[config.mk]
export PLATFORM = sky130hd
export DESIGN_NAME = dma_req_detect
export DESIGN_NICKNAME = d
export VERILOG_FILES = /design/src/rtl/dma_req_detect.sv
export SDC_FILE = /design/constraint.sdc
export NUM_CORES = 1
export LEC_CHECK = 0
export BUFFER_PORTS_ARGS = -buffer_cell sky130_fd_sc_hd__buf_2
export CORE_MARGIN = 5
export CORE_UTILIZATION = 42
export CTS_CLUSTER_DIAMETER = 100
export CTS_CLUSTER_SIZE = 24
export DETAILED_ROUTE_END_ITERATION = 8
export GPL_TIMING_DRIVEN = 1
export PLACE_DENSITY = 0.83
export SKIP_LAST_GASP = 1
export SYNTH_ARGS = -nofsm -noshare
export SYNTH_HDL_FRONTEND = slang
export SYNTH_SLANG_ARGS = --single-unit
[constraint.sdc]
create_clock -name clk -period 3.1 [get_ports clk]
set_clock_uncertainty 0.15 [all_clocks]
set_input_delay 0 -clock clk [delete_from_list [all_inputs] [get_ports clk]]
set_output_delay 0 -clock clk [all_outputs]
set_load 0.02 [all_outputs]
[src/rtl/dma_req_detect.sv]
module dma_req_detect #(
  parameter int N_CH  = 8,
  parameter int N_EXT = 4
) (
  input  logic              clk,
  input  logic              rst_n,
  input  logic [N_CH-1:0]   ch_en,
  input  logic [2*N_CH-1:0] src_sel,
  input  logic [2*N_CH-1:0] det_mode,
  input  logic [N_CH-1:0]   cnt_nz,
  input  logic [N_EXT-1:0]  ext_dreq,
  input  logic [N_CH-1:0]   periph_req,
  input  logic [N_CH-1:0]   xfer_ack,
  output logic [N_CH-1:0]   req
);

  localparam logic [1:0] SRC_PERIPH = 2'b00;
  localparam logic [1:0] SRC_PIN    = 2'b01;
  localparam logic [1:0] SRC_AUTO   = 2'b10;
  localparam logic [1:0] MD_LOW     = 2'b00;
  localparam logic [1:0] MD_HIGH    = 2'b01;
  localparam logic [1:0] MD_RISE    = 2'b10;

  logic [N_EXT-1:0] meta_q, sync_q, prev_q;

  always_ff @(posedge clk or negedge rst_n) begin
    if (!rst_n) begin
      meta_q <= '0;
      sync_q <= '0;
      prev_q <= '0;
    end else begin
      meta_q <= ext_dreq;
      sync_q <= meta_q;
      prev_q <= sync_q;
    end
  end

  for (genvar i = 0; i < N_CH; i++) begin : g_ch
    logic [1:0] src, md;
    logic       pin_now, pin_old, pin_ok;
    logic       lvl_hit, edge_hit, edge_cfg, lvl_req;
    logic       pend_q, blank_q;

    assign src = src_sel[2*i +: 2];
    assign md  = det_mode[2*i +: 2];

    if (i < N_EXT) begin : g_pin
      assign pin_now = sync_q[i];
      assign pin_old = prev_q[i];
      assign pin_ok  = 1'b1;
    end else begin : g_nopin
      assign pin_now = 1'b0;
      assign pin_old = 1'b0;
      assign pin_ok  = 1'b0;
    end

    assign lvl_hit  = (md == MD_LOW)  ? ~pin_now :
                      (md == MD_HIGH) ?  pin_now : 1'b0;
    assign edge_hit = (md == MD_RISE) ? (pin_now & ~pin_old) :
                      (md[1])         ? (~pin_now & pin_old) : 1'b0;
    assign edge_cfg = (src == SRC_PIN) && md[1] && pin_ok;

    always_comb begin
      case (src)
        SRC_PERIPH: lvl_req = periph_req[i];
        SRC_PIN:    lvl_req = pin_ok & ~md[1] & lvl_hit;
        SRC_AUTO:   lvl_req = cnt_nz[i];
        default:    lvl_req = 1'b0;
      endcase
    end

    always_ff @(posedge clk or negedge rst_n) begin
      if (!rst_n) begin
        pend_q  <= 1'b0;
        blank_q <= 1'b0;
      end else begin
        blank_q <= xfer_ack[i];
        if (!ch_en[i] || !edge_cfg)
          pend_q <= 1'b0;
        else if (edge_hit)
          pend_q <= 1'b1;
        else if (xfer_ack[i])
          pend_q <= 1'b0;
      end
    end

    assign req[i] = ch_en[i] & (edge_cfg ? pend_q : (lvl_req & ~blank_q));
  end

endmodule

==> metrics.txt <==
Peak VDD IR 0.2860 mV; crit path DAT 2.03 ns; unique cell type count in the Yosys netlist 14; CTS Buf Count 3; total vias in the final route 1015; clock-pin slew on the worst setup and hold paths 0.12 ns; initial antenna violation count 0; leading post-synthesis cells by cell area dfrtp_1 57%, mux2i_1 7.6%, nand3b_1 5.7%, a2bb2oi_1 3.3%, nand4b_1 3.3%; DP Area 1434 um2; most common cell after layout, fill and taps aside buf_2; Remaining Overflow, GRT 0; critical-path maximum fanout 2; cell count along the critical path 6; element type at the critical path end flop; Critical Path RT about 3.2 ns; Row Count 18; Post-CTS Setup Bufs 0; Die Y-Extent roughly 60 um; die footprint 3603 um2; share of cells above drive strength 1 40.56%; global-route wire length before repair between 4 and 5 mm; CTS Sinks 24; vias per cell 4.833; RSZ-0062 raised after global routing no; sequential-to-total area share from yosys stat between 50% and 60%; clk buf depth 2; flops & latches, synth 24; die width 60.03 um; Leak Pwr 0.8189 nW; PD cells 352.4 nW/um2; wire per inst 13.01 um; gr busiest metal met2; layout net count 251; met1 Use GR about 17%; CP Cell Sequence dlygate4sd3_1, buf_2, nand4b_1, dlygate4sd3_1, a31oi_1, dlygate4sd3_1; TNS Setup 0 ns; worst min-delay path class primary input to asynchronous set/reset pin; most frequent cells in the layout 69 x buf_2, 24 x dfrtp_1, 23 x dlygate4sd3_1; DRC Markers 0; CP Class primary input to flop; DR iter-0 viols 11; Final setup viols 0; post-synth top area share 57.14%; Hold Vio Cnt, Final 0; post-DP HPWL between 1.5 and 2 mm; DRT Pass-1 Iters 3; WP buf/inv 4; cell area after layout approximately 1700 um2; # port buffers 69; largest net degree at the start of global routing 25; status finished, final reports clean; Layout area overhead 61.79%; RePlAce Congestion 0.6786; Reg2Reg Depth 3; core area 2432 um2; Crit path largest cell delay 0.59 ns; clock latency at the later pin of the worst-skew pair 0.30 ns; Overall Global Routing Usage between 10% and 20%; final worst path period need 1.927 ns; FMAX 0.5188 GHz; Setup crit start kind primary input; Syn Inst Count 84; Tot Pwr 0.5993 mW; Slew headroom 66.38%; fin crit share 62.17%; cell family with most CP delay buffers and inverters; met2 Usage GRT approximately 30%; antenna-violating nets left 0; Initial Utilization 43.21%; Post-Syn Nets 154; post-synthesis cell area 1051 um2; clock tree root driver cell clkbuf_4; max-slew violations 0; count of warnings emitted by yosys 0; worst slew pin tran 0.5043 ns; CTS tree yes; IO Pins ~80; max_cap viols 0; grt met3 use 5.616%; final WL approximately 2.7 mm; slowest CP cell dlygate4sd3_1; Yosys top cell by area dfrtp_1; Mean Syn Cell Area 12.51 um2; n_diodes 0; H-tree depth 1; most used cell, CP dlygate4sd3_1; vias in the first global route 1107
-- metrics by stage --
| step | cells | setup WS (ns) | hold slack [ns] | utilization (%) |
|---|---|---|---|---|
| after detailed placement | 183 | 1.957 | -0.1437 | 58.95 |
| after global placement | 183 | 1.981 | -0.1516 | 58.95 |
| final | 210 | 1.173 | 0.05726 | 69.91 |
| after global routing | 210 | 1.073 | 0.09638 | 69.91 |
| after CTS | 210 | 1.212 | 0.03410 | 69.91 |
| after floorplan | 84 | 1.840 | -0.4456 | - |
-- worst paths after layout --
path | to | startpoint | slack, ns
max in group asynchronous | g_ch[5].blank_q | rst_n | 2.40
setup / recovery | g_ch[1].pend_q | ch_en[1] | 1.17
min in group clk | req[6] | src_sel[12] | 0.11
hold reg to reg | sync_q[2] | meta_q[2] | 0.21
setup reg to reg | g_ch[3].pend_q | sync_q[3] | 1.40
hold / removal | g_ch[4].blank_q | rst_n | 0.06
-- sequential cells by signal (all words and copies together) (netlist names) --
| signal | count |
|---|---|
| prev_q | 4 |
| g_ch.pend_q | 4 |
| g_ch.blank_q | 8 |
| sync_q | 4 |
| meta_q | 4 |
-- synthesized netlist by cell type, drive strengths merged --
cell / number
inv: 4
nand3b: 8
mux2i: 8
nand2: 4
a2bb2oi: 4
xnor2: 4
a31oi: 4
dfrtp: 24
o22ai: 4
or3b: 4
nand4b: 4
nor4b: 4
nand2b: 4
nor3b: 4
-- worst reg2reg max path: cells and delay by family, from the launching register on --
family                 cells  cell delay (ns)
AO/OA/AOI/OAI              1             0.18
buffers and inverters      1             0.56
flip-flops                 1             0.41
AND/OR/NAND/NOR            1             0.35
-- layer usage --
metal	wire length, um	vias to the layer above
met5	0	-
met4	40	0
met3	296	4
met2	1420	46
met1	976	458
li1	-	507
-- area by class of cell --
| cell class | count | area (um2) |
|---|---|---|
| repair buffers | 92 | 575.6 |
| flip-flops and latches | 24 | 600.6 |
| multi-input cells | 56 | 435.4 |
| well taps | 30 | 37.54 |
| fillers | 193 | 732.0 |
| clock buffers | 4 | 36.28 |
| inverters | 4 | 15.01 |
-- cell families (layout without fill, tap and decap cells) --
group,count (synthesis),in the layout,synth area share (%)
xor+xnor,4,4,3.333
compound gates,12,12,8.094
mux,8,8,7.619
simple gates,32,32,22.38
flops,24,24,57.14
buf+inv,4,100,1.428
-- power breakdown --
group | switching, mW | total [mW] | internal (mW)
combinational | 0.0424 | 0.110 | 0.0672
sequential | 0.00607 | 0.333 | 0.327
clock | 0.0855 | 0.157 | 0.0716
total | 0.134 | 0.599 | 0.465
-- repair_timing --
item,4_1_cts,5_1_grt
hold buffers,23,0
resized for setup,0,0
endpoints found under the hold margin,40,0
Note: power is estimated with default switching activity, not from simulation.
